$ cat src/rtl/autobaud_pkg.sv
package autobaud_pkg;

  typedef enum logic [2:0] {
    ST_WAKE,
    ST_MEASURE,
    ST_LOADTX,
    ST_SEND,
    ST_WAITRX,
    ST_RXBYTE,
    ST_DONE,
    ST_HALT
  } abState_e;

  // strobes from control to datapath
  typedef struct packed {
    logic measEn;
    logic txStart;
    logic txActive;
    logic rxStart;
    logic rxActive;
  } abStrobe_t;

  localparam logic [7:0] ACK_BYTE     = 8'h00;
  localparam logic [7:0] CONFIRM_BYTE = 8'h55;
  localparam int         FRAME_BITS   = 10;
  localparam int         ZERO_LOW_BITS = 9;

endpackage

$ cat src/rtl/autobaud_dpath.sv
module autobaud_dpath
  import autobaud_pkg::*;
#(
  parameter int CNT_W     = 16,
  parameter int MIN_LOW   = 36,
  parameter int MAX_LOW   = 36000,
  parameter int TOL_SHIFT = 4
) (
  input  logic             clk,
  input  logic             rstN,
  input  logic             rxd,
  input  abStrobe_t        strb,
  output logic             txd,
  output logic [CNT_W-1:0] bitPeriod,
  output logic             lockNow,
  output logic             fallEdge,
  output logic             txDone,
  output logic             rxDone,
  output logic             rxOk
);

  localparam logic [CNT_W:0]   DIVISOR  = (CNT_W+1)'(ZERO_LOW_BITS);
  localparam logic [CNT_W:0]   ROUNDADD = (CNT_W+1)'(ZERO_LOW_BITS / 2);
  localparam logic [CNT_W-1:0] MIN_CNT  = CNT_W'(MIN_LOW);
  localparam logic [CNT_W-1:0] MAX_CNT  = CNT_W'(MAX_LOW);
  localparam logic [CNT_W-1:0] MIN_P    = CNT_W'((MIN_LOW + ZERO_LOW_BITS / 2) / ZERO_LOW_BITS);
  localparam logic [CNT_W-1:0] MAX_P    = CNT_W'((MAX_LOW + ZERO_LOW_BITS / 2) / ZERO_LOW_BITS);
  localparam logic [3:0]       LAST_BIT = 4'(FRAME_BITS - 1);

  // input synchroniser and edge detection
  logic rxMeta, rxS, rxPrev, riseEdge;

  always_ff @(posedge clk or negedge rstN) begin
    if (!rstN) begin
      rxMeta <= 1'b1;
      rxS    <= 1'b1;
      rxPrev <= 1'b1;
    end else begin
      rxMeta <= rxd;
      rxS    <= rxMeta;
      rxPrev <= rxS;
    end
  end

  assign fallEdge = rxPrev & ~rxS;
  assign riseEdge = ~rxPrev & rxS;

  // low-period measurement
  logic             lowActive, prevValid;
  logic [CNT_W-1:0] lowCnt, prevPer, bitPer;
  logic [CNT_W-1:0] curPer, perDiff, tolWin;
  logic [CNT_W:0]   roundSum;
  logic             measValid, agree, evalNow;

  always_comb begin
    roundSum  = {1'b0, lowCnt} + ROUNDADD;
    curPer    = CNT_W'(roundSum / DIVISOR);
    perDiff   = (curPer >= prevPer) ? (curPer - prevPer) : (prevPer - curPer);
    tolWin    = prevPer >> TOL_SHIFT;
    measValid = (lowCnt >= MIN_CNT) && (lowCnt <= MAX_CNT);
    agree     = prevValid && (perDiff <= tolWin);
    evalNow   = strb.measEn && lowActive && riseEdge;
  end

  assign lockNow = evalNow && measValid && agree;

  always_ff @(posedge clk or negedge rstN) begin
    if (!rstN) begin
      lowActive <= 1'b0;
      lowCnt    <= '0;
      prevPer   <= '0;
      prevValid <= 1'b0;
      bitPer    <= '0;
    end else if (!strb.measEn) begin
      lowActive <= 1'b0;
      lowCnt    <= '0;
    end else if (fallEdge) begin
      lowActive <= 1'b1;
      lowCnt    <= CNT_W'(1);
    end else if (lowActive && !rxS) begin
      if (lowCnt != '1) lowCnt <= lowCnt + 1'b1;
    end else if (evalNow) begin
      lowActive <= 1'b0;
      if (!measValid) begin
        prevValid <= 1'b0;
      end else if (agree) begin
        bitPer <= curPer;
      end else begin
        prevPer   <= curPer;
        prevValid <= 1'b1;
      end
    end
  end

  assign bitPeriod = bitPer;

  // shared bit-timing engine for transmit and receive
  logic [CNT_W-1:0] cycCnt;
  logic [3:0]       bitIdx;
  logic [7:0]       shReg;
  logic             txReg, tick;

  assign tick   = (cycCnt == '0);
  assign txDone = strb.txActive && tick && (bitIdx == LAST_BIT);
  assign rxDone = strb.rxActive && tick && (bitIdx == LAST_BIT);
  assign rxOk   = rxDone && rxS && (shReg == CONFIRM_BYTE);

  always_ff @(posedge clk or negedge rstN) begin
    if (!rstN) begin
      cycCnt <= '0;
      bitIdx <= '0;
      shReg  <= '0;
      txReg  <= 1'b1;
    end else if (strb.txStart) begin
      cycCnt <= bitPer - 1'b1;
      bitIdx <= '0;
      txReg  <= 1'b0;
    end else if (strb.rxStart) begin
      cycCnt <= (bitPer >> 1) - 1'b1;
      bitIdx <= '0;
    end else if (strb.txActive || strb.rxActive) begin
      if (tick) begin
        if (bitIdx != LAST_BIT) begin
          bitIdx <= bitIdx + 1'b1;
          cycCnt <= bitPer - 1'b1;
          if (strb.txActive)
            txReg <= (bitIdx < 4'd8) ? ACK_BYTE[bitIdx[2:0]] : 1'b1;
        end
        if (strb.rxActive && bitIdx != 4'd0 && bitIdx != LAST_BIT)
          shReg <= {rxS, shReg[7:1]};
      end else begin
        cycCnt <= cycCnt - 1'b1;
      end
    end
  end

  assign txd = txReg;

  // line idles high outside the transmit frame
  p_idle_high_r6: assert property (@(posedge clk) disable iff (!rstN)
    !strb.txActive |-> txd);

  // locked period never moves once measurement has ended
  p_period_stable_r11: assert property (@(posedge clk) disable iff (!rstN)
    (!strb.measEn && !$past(strb.measEn)) |-> $stable(bitPer));

  // the period used for transmission lies within the valid range
  p_period_range_r5: assert property (@(posedge clk) disable iff (!rstN)
    strb.txStart |-> (bitPer >= MIN_P && bitPer <= MAX_P));

endmodule

$ cat src/rtl/autobaud_ctrl.sv
module autobaud_ctrl
  import autobaud_pkg::*;
#(
  parameter int STARTUP_CYC = 100
) (
  input  logic      clk,
  input  logic      rstN,
  input  logic      lockNow,
  input  logic      fallEdge,
  input  logic      txDone,
  input  logic      rxDone,
  input  logic      rxOk,
  output abStrobe_t strb,
  output logic      locked,
  output logic      done,
  output logic      fail
);

  localparam int WAKE_W = $clog2(STARTUP_CYC + 1);
  localparam logic [WAKE_W-1:0] WAKE_LAST = WAKE_W'(STARTUP_CYC - 1);

  abState_e          state, nxt;
  logic [WAKE_W-1:0] wakeCnt;

  always_ff @(posedge clk or negedge rstN) begin
    if (!rstN) begin
      state   <= ST_WAKE;
      wakeCnt <= '0;
    end else begin
      state <= nxt;
      if (state == ST_WAKE) wakeCnt <= wakeCnt + 1'b1;
    end
  end

  always_comb begin
    nxt  = state;
    strb = '0;
    case (state)
      ST_WAKE:    if (wakeCnt == WAKE_LAST) nxt = ST_MEASURE;
      ST_MEASURE: begin
        strb.measEn = 1'b1;
        if (lockNow) nxt = ST_LOADTX;
      end
      ST_LOADTX: begin
        strb.txStart = 1'b1;
        nxt = ST_SEND;
      end
      ST_SEND: begin
        strb.txActive = 1'b1;
        if (txDone) nxt = ST_WAITRX;
      end
      ST_WAITRX: if (fallEdge) begin
        strb.rxStart = 1'b1;
        nxt = ST_RXBYTE;
      end
      ST_RXBYTE: begin
        strb.rxActive = 1'b1;
        if (rxDone) nxt = rxOk ? ST_DONE : ST_HALT;
      end
      default: ;
    endcase
  end

  assign locked = (state != ST_WAKE) && (state != ST_MEASURE);
  assign done   = (state == ST_DONE);
  assign fail   = (state == ST_HALT);

  // success is final until reset
  p_done_sticky_r7: assert property (@(posedge clk) disable iff (!rstN)
    done |=> done);

  // failure is final until reset
  p_fail_sticky_r10: assert property (@(posedge clk) disable iff (!rstN)
    fail |=> fail);

  // lock is only ever gained, never dropped
  p_lock_hold_r3: assert property (@(posedge clk) disable iff (!rstN)
    locked |=> locked);

endmodule

$ cat src/rtl/autobaud_boot.sv
module autobaud_boot
  import autobaud_pkg::*;
#(
  parameter int CNT_W       = 16,
  parameter int STARTUP_CYC = 100,
  parameter int MIN_LOW     = 36,
  parameter int MAX_LOW     = 36000,
  parameter int TOL_SHIFT   = 4
) (
  input  logic             clk,
  input  logic             rstN,
  input  logic             rxd,
  output logic             txd,
  output logic [CNT_W-1:0] bitPeriod,
  output logic             locked,
  output logic             done,
  output logic             fail
);

  abStrobe_t strb;
  logic lockNow, fallEdge, txDone, rxDone, rxOk;

  autobaud_ctrl #(.STARTUP_CYC(STARTUP_CYC)) ctrl_i (
    .clk(clk), .rstN(rstN), .lockNow(lockNow), .fallEdge(fallEdge),
    .txDone(txDone), .rxDone(rxDone), .rxOk(rxOk), .strb(strb),
    .locked(locked), .done(done), .fail(fail)
  );

  autobaud_dpath #(
    .CNT_W(CNT_W), .MIN_LOW(MIN_LOW), .MAX_LOW(MAX_LOW), .TOL_SHIFT(TOL_SHIFT)
  ) dpath_i (
    .clk(clk), .rstN(rstN), .rxd(rxd), .strb(strb), .txd(txd),
    .bitPeriod(bitPeriod), .lockNow(lockNow), .fallEdge(fallEdge),
    .txDone(txDone), .rxDone(rxDone), .rxOk(rxOk)
  );

endmodule

$ cat config.mk
export PLATFORM = sky130hd
export DESIGN_NAME = autobaud_boot
export DESIGN_NICKNAME = d
export VERILOG_FILES = /design/src/rtl/autobaud_pkg.sv /design/src/rtl/autobaud_dpath.sv /design/src/rtl/autobaud_ctrl.sv /design/src/rtl/autobaud_boot.sv
export SDC_FILE = /design/constraint.sdc
export NUM_CORES = 1
export LEC_CHECK = 0
export CAP_MARGIN = 0
export CORE_ASPECT_RATIO = 1.4
export CORE_MARGIN = 2
export CORE_UTILIZATION = 30
export DETAILED_ROUTE_END_ITERATION = 12
export DONT_BUFFER_PORTS = 1
export PLACE_DENSITY = 0.51
export SETUP_SLACK_MARGIN = 0.4
export SYNTH_ARGS = -nofsm -noshare
export SYNTH_HDL_FRONTEND = slang
export SYNTH_SLANG_ARGS = --single-unit
export TNS_END_PERCENT = 100
$ cat constraint.sdc
create_clock -name clk -period 14.5 [get_ports clk]
set_clock_uncertainty 0.05 [all_clocks]
set_input_delay 0.725 -clock clk [delete_from_list [all_inputs] [get_ports clk]]
set_output_delay 0.725 -clock clk [all_outputs]
set_load 0.005 [all_outputs]
==> flow_summary.yaml, run 1 <==
outcome:
  outcome: "completed"
worst_setup_path:
  cp_slowest_cell: "or4_4"
  start_kind: "flip-flop"
  path_common_cell: "o21ai_0"
  end_kind: "flip-flop"
  cp_max_fo: 25
  worst_ep_required_time_ns: 14.70
  path_class: "flip-flop to flip-flop"
  crit_arrival_ns: 13.36
  slowest_delay_ns: 0.55
floorplanning:
  dieArea_sq_um: 30500
  initial_core_util_pct: 30.7
  core_sq_um: 28500
  placement_rows: 73
  fp.dieH_microns: 206
  io_pins: 23
  die_w_microns: 148
detailed_routing:
  drt-met1-wl_microns: 10000
  drt-vias-per-instance: 5.32
  dr_total_vias: 7552
  route.met2.wl_microns: 12800
  route.met3.wl_microns: 588
  drc: 0
  first_iter_violations: 318
  detail_route.wirelength_microns: 23700
  wire_per_inst_microns: 16.7
  ant_nets: 0
  maxUsedRoutingLayer: "met4"
  drt_first_pass_iters: 5
timing:
  rsz0062_at_grt: "no"
  min_period_over_period_pct: 90.8
  max_slew_margin_pct: 29.9
  setup_viol: 0
  slew_violations: 0
  finalHoldViolations: 0
  whs_ns: 0.0154
  clock.fmax_mhz: 76.0
  worst_slew_pin_slew_ns: 1.04
  period_minus_slack_ns: 13.16
  finalSetupTns_ns: 0
logic_synthesis:
  avgSynthCellArea_sq_um: 8.17
  synth_async_sr_flop_share_pct: 100
  synth_flop_cell: "dfrtp_1"
  yosysSeqAreaShare_pct: 25.2
  syn_inst: 1070
  yosys_warnings: 0
  synth.cell_area_sq_um: 8740
  synth_edf_count: 0
  synth.distinct_cells: 109
  ys_seq_elements: 88
placement:
  placed_area_sq_um: 8990
  dp_cells: 1399
  globalplace.congestion: 0.856
  hpwl_microns: 18200
  io_buffers: 0
global_routing:
  track_usage_pct: 16.0
  antenna_found_initial: 0
  grt_pass1_vias: 7558
  grt_pass1_wl_microns: 39400
  globalRouteOverflowTotal: 0
  grt_max_degree: 54
final_layout:
  antennaDiodeCount: 0
  drive_gt1_share_pct: 11.2
  layout_common_cells: "116 x nand2_1, 101 x nor2_1, 75 x o21ai_0"
  area_growth_pct: 7.91
  final_common_cell: "nand2_1"
  final_area_sq_um: 9430
  nNetsFinal: 1101
  fin_cells: 1420
  final_core_util_pct: 33.1
clock_tree:
  cts_num_sinks: 88
  cts_root_buf: "clkbuf_16"
  cts_tree: "yes"
  htree_num_levels: 3
  clk_path_buf_depth: 2
  clock_latency_ns: 0.36
  numCtsBuffers: 9
  clk_pin_slew_ns: 0.07
run:
  max_cap_violations: 0
pwr:
  powerDensity_nw_per_um2: 53.4
  peakVddDrop_uv: 38.6
  p_leak_nw: 4.08
worst_hold_path:
  min_path_type: "primary input to async pin"
## synthesized netlist by cell type (12+ instances only)
cell      number  share of area, %
clkbuf_1      30               1.3
nand4_1       14               1.0
a21o_1        34               2.9
nand2_1      116               5.0
nor2_1       104               4.5
a31oi_1       15               1.1
inv_1         44               1.9
a21oi_1       63               3.6
ha_1          56               8.0
nor2b_1       13              0.93
o22ai_1       15               1.1
dfrtp_1       84                24
mux2_2        16               2.1
nand2b_1      19               1.4
nand3_1       26               1.5
nor3_1        30               1.7
o21ai_0       75               4.3
xnor2_1       50               5.0
mux2i_1       18               2.1
a211oi_1      12               1.0
buf_4         13               1.1
xor2_1        36               3.6
## layer usage
| layer | vias up | GRT usage, % |
|---|---|---|
| met5 | - | 0 |
| met4 | 0 | 4.56 |
| met3 | 23 | 2.23 |
| met2 | 96 | 30.7 |
| met1 | 3619 | 18.1 |
| li1 | 3814 | - |
## flip-flops by register name (all words and copies together), names as in the netlist
signal,count
dpath_i.cycCnt,16
dpath_i.lowCnt,16
dpath_i.bitPeriod,14
dpath_i.prevPer,14
dpath_i.shReg,8
ctrl_i.wakeCnt,7
dpath_i.bitIdx,4
ctrl_i.state,3
dpath_i.lowActive,1
dpath_i.prevValid,1
dpath_i.rxMeta,1
dpath_i.rxPrev,1
dpath_i.rxS,1
dpath_i.txd,1
## worst max-delay path: cells and delay by family (launching register included)
family	cells	cell delay (ns)
AOI/OAI and AO/OA	26	4.85
adders and majority gates	5	1.45
muxes	4	1.33
buffers and inverters	2	0.40
DFF	1	0.49
and+or+nand+nor	22	4.43
## cells by family after synthesis
| logic type | count (synthesis) | share of synthesized area, % |
|---|---|---|
| AO/OA/AOI/OAI | 304 | 24.4 |
| multiplexers | 40 | 5.10 |
| XOR/XNOR | 86 | 8.62 |
| AND/OR/NAND/NOR | 396 | 23.2 |
| flip-flops | 88 | 25.2 |
| adder cells (fa/ha/maj) | 58 | 8.47 |
| other | 1 | 0.0429 |
| buffers and inverters | 97 | 4.98 |
## final cells by class
cell class | count | area [sq um]
multi-input cells | 886 | 6170
clock buffers | 12 | 256
inverters | 45 | 169
clock inverters | 4 | 51.3
repair buffers | 10 | 100
fillers | 3071 | 19100
flip-flops and latches | 88 | 2220
well taps | 375 | 469
## worst paths after layout
path,start,endpoint,slack (ns),cells past startpoint
hold / removal,rstN,dpath_i.prevPer[4]$_DFFE_PN0P_,0.02,0
setup reg to reg,dpath_i.lowCnt[2]$_DFFE_PN0P_,dpath_i.bitPeriod[12]$_DFFE_PN0P_,1.34,59
min in group clk,rxd,dpath_i.rxMeta$_DFF_PN1_,0.31,0
hold reg to reg,dpath_i.rxMeta$_DFF_PN1_,dpath_i.rxS$_DFF_PN1_,0.31,0
max in group asynchronous,rstN,dpath_i.cycCnt[10]$_DFFE_PN0P_,13.20,1
setup / recovery,dpath_i.lowCnt[2]$_DFFE_PN0P_,dpath_i.bitPeriod[12]$_DFFE_PN0P_,1.34,59
## power breakdown
group	switching (mW)	internal, mW
clock network	0.107	0.144
registers	0.000447	0.246
logic	0.00516	0.00147
## stage by stage
step,worst slack [ns],power [mW]
2_1_floorplan,2.08,0.252
3_3_place_gp,1.12,0.252
6_report,1.34,0.504
5_1_grt,0.395,0.524
3_5_place_dp,0.895,0.252
4_1_cts,0.830,0.515
## repair_timing
item,CTS,global route
endpoints found under the hold margin,53,0
setup buffers,0,2
gates resized for setup,0,25
endpoints found under the setup margin,0,31
hold buffers,3,0
Power figures use the tool's default switching activity.
==> run 2: changes to the inputs <==
--- a/config.mk
+++ b/config.mk
@@ -6,11 +6,13 @@
 export NUM_CORES = 1
 export LEC_CHECK = 0
 export CAP_MARGIN = 0
-export CORE_ASPECT_RATIO = 1.4
+export CORE_ASPECT_RATIO = 1.1
 export CORE_MARGIN = 2
 export CORE_UTILIZATION = 30
 export DETAILED_ROUTE_END_ITERATION = 12
 export DONT_BUFFER_PORTS = 1
+export GPL_ROUTABILITY_DRIVEN = 0
+export GPL_TIMING_DRIVEN = 0
 export PLACE_DENSITY = 0.51
 export SETUP_SLACK_MARGIN = 0.4
 export SYNTH_ARGS = -nofsm -noshare
==> flow_summary.yaml, run 2 (synthesis results as in run 1) <==
worst_setup_path:
  cp_max_fo: 10
  path_common_cell: "o21ai_0"
  reg2reg_to: "ctrl_i.state[0]$_DFFE_PN0P_"
  crit_buf_inv: 7
  path_class: "flip-flop to flip-flop"
  reg2reg_from: "dpath_i.lowCnt[7]$_DFFE_PN0P_"
  crit_arrival_ns: 13.30
  rrSetupSlack_ns: 1.42
  cp_slowest_cell: "o41a_2"
  end_kind: "flip-flop"
  r2r.worst_path.cells: 64
  start_kind: "flip-flop"
  slowest_delay_ns: 0.53
  path_delay_family: "compound AO/OA/AOI/OAI gates"
  worst_ep_required_time_ns: 14.72
floorplanning:
  initial_core_util_pct: 30.5
  core_sq_um: 28700
  dieArea_sq_um: 30500
  fp.dieH_microns: 183
  placement_rows: 65
  die_w_microns: 167
  io_pins: 23
detailed_routing:
  detail_route.wirelength_microns: 23600
  drt-vias-per-instance: 5.34
  ant_nets: 0
  wire_per_inst_microns: 16.1
  dr_total_vias: 7851
  first_iter_violations: 362
  drt_first_pass_iters: 5
  drc: 0
final_layout:
  antennaDiodeCount: 0
  final_common_cell: "nand2_1"
  nNetsFinal: 1157
  fillers: 3013
  final_area_sq_um: 9900
  layout_common_cells: "116 x nand2_1, 100 x nor2_1, 83 x dfrtp_1"
  multi_input_area_sq_um: 6360
  seq_area_sq_um: 2210
  area_growth_pct: 13.3
  reg_top3: "dpath_i.cycCnt (16), dpath_i.lowCnt (16)"
  fin_cells: 1469
  drive_gt1_share_pct: 14.6
timing:
  clock.fmax_mhz: 76.5
  worst_slew_pin_slew_ns: 1.26
  finalSetupTns_ns: 0
  setup_viol: 0
  slew_violations: 0
  period_minus_slack_ns: 13.08
  max_slew_margin_pct: 15.0
  rsz0062_at_grt: "no"
  min_period_over_period_pct: 90.2
  finalHoldViolations: 0
pwr:
  finalPower_mw: 0.496
  powerDensity_nw_per_um2: 50.1
  p_leak_nw: 4.34
  peakVddDrop_uv: 52.9
clock_tree:
  numCtsBuffers: 9
  cts_tree: "yes"
  htree_num_levels: 3
  cts_num_sinks: 88
  clk_path_buf_depth: 2
  clk_pin_slew_ns: 0.07
  cts_root_buf: "clkbuf_16"
  clock_latency_ns: 0.35
global_routing:
  track_usage_pct: 15.3
  grt_pass1_vias: 7651
  globalRouteOverflowTotal: 0
  grt_max_degree: 64
  antenna_found_initial: 0
  grt_pass1_wl_microns: 38700
worst_hold_path:
  min_path_type: "primary input to async pin"
placement:
  placed_area_sq_um: 9210
  io_buffers: 0
  hpwl_microns: 17800
  dp_cells: 1439
outcome:
  outcome: "completed"
run:
  max_cap_violations: 0
[run 2: changes by cell type in the layout (fill, tap and decap cells not counted), moves of 3 or more]
| cell | change |
|---|---|
| dfrtp_1 | +9 |
| clkbuf_2 | +4 |
| buf_2 | +6 |
| clkbuf_1 | +24 |
| dfrtp_2 | -9 |
| a311oi_1 | -3 |
| o21ai_1 | +3 |
| a311oi_2 | +3 |
| o21ai_0 | -3 |
| nor4_4 | +3 |
| buf_4 | +20 |
| nor2_4 | +3 |
[run 2: worst max-delay path by stage]
stage                                        from                           to  cells after the start
CTS                 dpath_i.lowCnt[2]$_DFFE_PN0P_  ctrl_i.state[0]$_DFFE_PN0P_                     63
finish              dpath_i.lowCnt[7]$_DFFE_PN0P_  ctrl_i.state[0]$_DFFE_PN0P_                     64
detailed placement  dpath_i.lowCnt[3]$_DFFE_PN0P_  ctrl_i.state[0]$_DFFE_PN0P_                     64
global route        dpath_i.lowCnt[7]$_DFFE_PN0P_  ctrl_i.state[0]$_DFFE_PN0P_                     66
global placement    dpath_i.lowCnt[3]$_DFFE_PN0P_  ctrl_i.state[0]$_DFFE_PN0P_                     64
floorplan           dpath_i.lowCnt[3]$_DFFE_PN0P_  ctrl_i.state[0]$_DFFE_PN0P_                     64
[run 2: routing by layer]
layer / vias to the layer above / routed length (microns) / global-route usage (%)
met2: 133 / 11700 / 27.1
met1: 3767 / 10900 / 19.6
met5: - / 0 / 0
li1: 3926 / - / -
met4: 0 / 376 / 4.34
met3: 25 / 649 / 1.99
[run 2: through the flow]
| stage | util, % | setup slack, ns | hold WS, ns |
|---|---|---|---|
| CTS | 33.3 | 0.470 | 0.00145 |
| floorplan | - | 2.08 | 0.295 |
| finish | 34.5 | 1.42 | 0.0202 |
| global placement | 32.1 | -0.514 | 0.304 |
| detailed placement | 32.1 | -0.545 | 0.306 |
| global route | 34.5 | 0.337 | 0.00299 |
[run 2: repair_timing]
item | 4_1_cts | 5_1_grt
endpoints found under the hold margin | 26 | 0
pin swaps | 1 | 12
hold buffers | 1 | 0
gates resized for setup | 5 | 60
buffers inserted | 0 | 13
setup endpoints to repair | 30 | 31
[run 2: report_power, final]
| part | switching, mW | internal (mW) | total, mW |
|---|---|---|---|
| clock network | 0.110 | 0.136 | 0.246 |
| logic | 0.00222 | 0.00122 | 0.00344 |
| registers | 0.000444 | 0.246 | 0.247 |
| total | 0.113 | 0.383 | 0.496 |
[run 2: area by class of cell]
| cell class | count | share of cell area, % |
|---|---|---|
| well taps | 368 | 4.65 |
| clock buffers | 9 | 2.27 |
| inverters | 45 | 1.71 |
| plain buffers | 52 | 2.82 |
| clock inverters | 7 | 0.796 |
| repair buffers | 14 | 1.19 |
| flip-flops and latches | 88 | 22.3 |
| multi-input cells | 886 | 64.3 |
[run 2: worst register-to-register path: cells and delay by family, from the launching register on]
kind                       cells  cell delay, ns
xor gates and xnor gates       1            0.18
muxes                          5            1.34
DFF                            1            0.40
AOI/OAI and AO/OA             27            5.76
buffers and inverters          7            1.22
and+or+nand+nor               21            3.15
adders and majority gates      3            0.90
==> run 3: changes to the inputs <==
--- a/config.mk
+++ b/config.mk
@@ -13,7 +13,7 @@
 export DONT_BUFFER_PORTS = 1
 export GPL_ROUTABILITY_DRIVEN = 0
 export GPL_TIMING_DRIVEN = 0
-export PLACE_DENSITY = 0.51
+export PLACE_DENSITY = 0.52
 export SETUP_SLACK_MARGIN = 0.4
 export SYNTH_ARGS = -nofsm -noshare
 export SYNTH_HDL_FRONTEND = slang
==> constraint.sdc (replaced) <==
create_clock -name clk -period 10.95 [get_ports clk]
set_clock_uncertainty 0.05 [all_clocks]
set_input_delay 0.5475 -clock clk [delete_from_list [all_inputs] [get_ports clk]]
set_output_delay 0.5475 -clock clk [all_outputs]
set_load 0.01 [all_outputs]
==> flow_summary.yaml, run 3 (synthesis results as in run 1) <==
clock_tree:
  clk_pin_slew_ns: 0.08
  cts_num_sinks: 88
  htree_num_levels: 3
  cts_root_buf: "clkbuf_16"
  numCtsBuffers: 9
  clk_path_buf_depth: 2
  cts_tree: "yes"
  clock_latency_ns: 0.36
outcome:
  violations: "negative setup slack"
  outcome: "complete, but fails checks"
worst_setup_path:
  path_common_cell: "buf_4"
  reg2reg_to: "ctrl_i.state[1]$_DFFE_PN0P_"
  worst_ep_required_time_ns: 11.17
  end_kind: "flip-flop"
  start_kind: "flip-flop"
  r2r.worst_path.cells: 75
  slowest_delay_ns: 0.52
  reg2reg_from: "dpath_i.lowCnt[2]$_DFFE_PN0P_"
  cp_slowest_cell: "or4_4"
  path_class: "flip-flop to flip-flop"
  crit_arrival_ns: 12.65
  rrSetupSlack_ns: -1.48
  cp_max_fo: 8
detailed_routing:
  wire_per_inst_microns: 17.0
  detail_route.wirelength_microns: 26400
  drc: 0
  drt-vias-per-instance: 5.29
  drt_first_pass_iters: 5
  dr_total_vias: 8240
  first_iter_violations: 547
  ant_nets: 0
global_routing:
  track_usage_pct: 17.1
  globalRouteOverflowTotal: 0
  antenna_found_initial: 0
  grt_max_degree: 87
  grt_pass1_vias: 8246
  grt_pass1_wl_microns: 43200
final_layout:
  area_growth_pct: 27.5
  layout_common_cells: "109 x nand2_1, 95 x buf_4, 95 x nor2_1"
  final_common_cell: "nand2_1"
  fillers: 2935
  drive_gt1_share_pct: 24.6
  seq_area_sq_um: 2210
  multi_input_area_sq_um: 6760
  reg_top3: "dpath_i.cycCnt (16), dpath_i.lowCnt (16)"
  nNetsFinal: 1245
  antennaDiodeCount: 0
pwr:
  powerDensity_nw_per_um2: 58.8
  p_leak_nw: 4.87
  peakVddDrop_uv: 62.1
floorplanning:
  die_w_microns: 167
  io_pins: 23
  dieArea_sq_um: 30500
  initial_core_util_pct: 30.5
  placement_rows: 65
  fp.dieH_microns: 183
  core_sq_um: 28700
timing:
  finalHoldViolations: 0
  clock.fmax_mhz: 80.5
  max_slew_margin_pct: 28.5
  setup_viol: 31
  period_minus_slack_ns: 12.43
  slew_violations: 0
  min_period_over_period_pct: 113
  worst_slew_pin_slew_ns: 1.07
  finalSetupTns_ns: -42.36
  worst_slack_ns: -1.48
  rsz0062_at_grt: "yes"
placement:
  dp_slack_ns: -2.39
  io_buffers: 0
  hpwl_microns: 18600
run:
  max_cap_violations: 0
worst_hold_path:
  min_path_type: "primary input to async pin"
## run 3: cell count changes in the layout (fill, tap and decap cells not counted), moves of 7 or more
cell,previous run,this run
o21ai_0,72,53
buf_6,2,18
buf_4,27,95
o21ai_1,4,20
nand2_1,116,109
nand2_2,0,7
## run 3: per-stage QoR
step,std cells,total power [mW],hold slack (ns),util (%),instance area (sq um)
2_1_floorplan,1071,0.334,0.202,-,9060
3_3_place_gp,1439,0.334,0.204,33.2,9520
3_5_place_dp,1439,0.335,0.204,33.2,9520
4_1_cts,1536,0.664,0.0650,37.5,10800
5_1_grt,1557,0.679,0.0450,38.8,11100
6_report,1557,0.655,0.0282,38.8,11100
## run 3: worst max path at each step
stage | start | end | slack [ns] | depth (start not counted)
CTS | dpath_i.lowCnt[11]$_DFFE_PN0P_ | ctrl_i.state[1]$_DFFE_PN0P_ | -1.19 | 68
floorplan | dpath_i.lowCnt[11]$_DFFE_PN0P_ | ctrl_i.state[0]$_DFFE_PN0P_ | -0.50 | 66
global placement | dpath_i.lowCnt[3]$_DFFE_PN0P_ | dpath_i.bitPeriod[3]$_DFFE_PN0P_ | -2.45 | 66
global route | dpath_i.lowCnt[2]$_DFFE_PN0P_ | ctrl_i.state[1]$_DFFE_PN0P_ | -2.04 | 71
finish | dpath_i.lowCnt[2]$_DFFE_PN0P_ | ctrl_i.state[1]$_DFFE_PN0P_ | -1.48 | 75
detailed placement | dpath_i.lowCnt[3]$_DFFE_PN0P_ | dpath_i.bitPeriod[3]$_DFFE_PN0P_ | -2.39 | 66
## run 3: critical path, delay by kind of cell (launching register included)
family                   cells  cell delay [ns]
AO/OA/AOI/OAI               22             3.90
adder cells (fa/ha/maj)      4             0.70
buffers and inverters       29             3.74
flip-flops                   1             0.38
multiplexers                 1             0.31
AND/OR/NAND/NOR             19             3.23
## run 3: timing repair
item / CTS / global route
endpoints found under the setup margin: 31 / 31
buffers inserted: 75 / 21
pin swaps: 41 / 40
cloned: 4 / 0
resized for setup: 64 / 44
hold endpoints to repair: 86 / 0
hold buffers: 2 / 0
## run 3: cell type report
type,count,area share [%]
Buffer,52,3.62
Tap cell,368,4.13
Clock inverter,7,0.674
Sequential cell,88,19.8
Timing Repair Buffer,101,7.54
Clock buffer,9,2.02
Inverter,45,1.52
Multi-Input combinational cell,887,60.7
## run 3: report_power, final
part	internal, mW	switching, mW
logic	0.00217	0.00769
registers	0.326	0.000561
clock network	0.162	0.157
## run 3: metal layers
layer | wire length [microns] | part of all wire (%) | global-route usage, %
met4 | 753 | 2.9 | 5.62
met2 | 12800 | 48 | 29.4
met1 | 12100 | 46 | 22.3
met5 | 0 | 0 | 0
met3 | 775 | 2.9 | 2.37
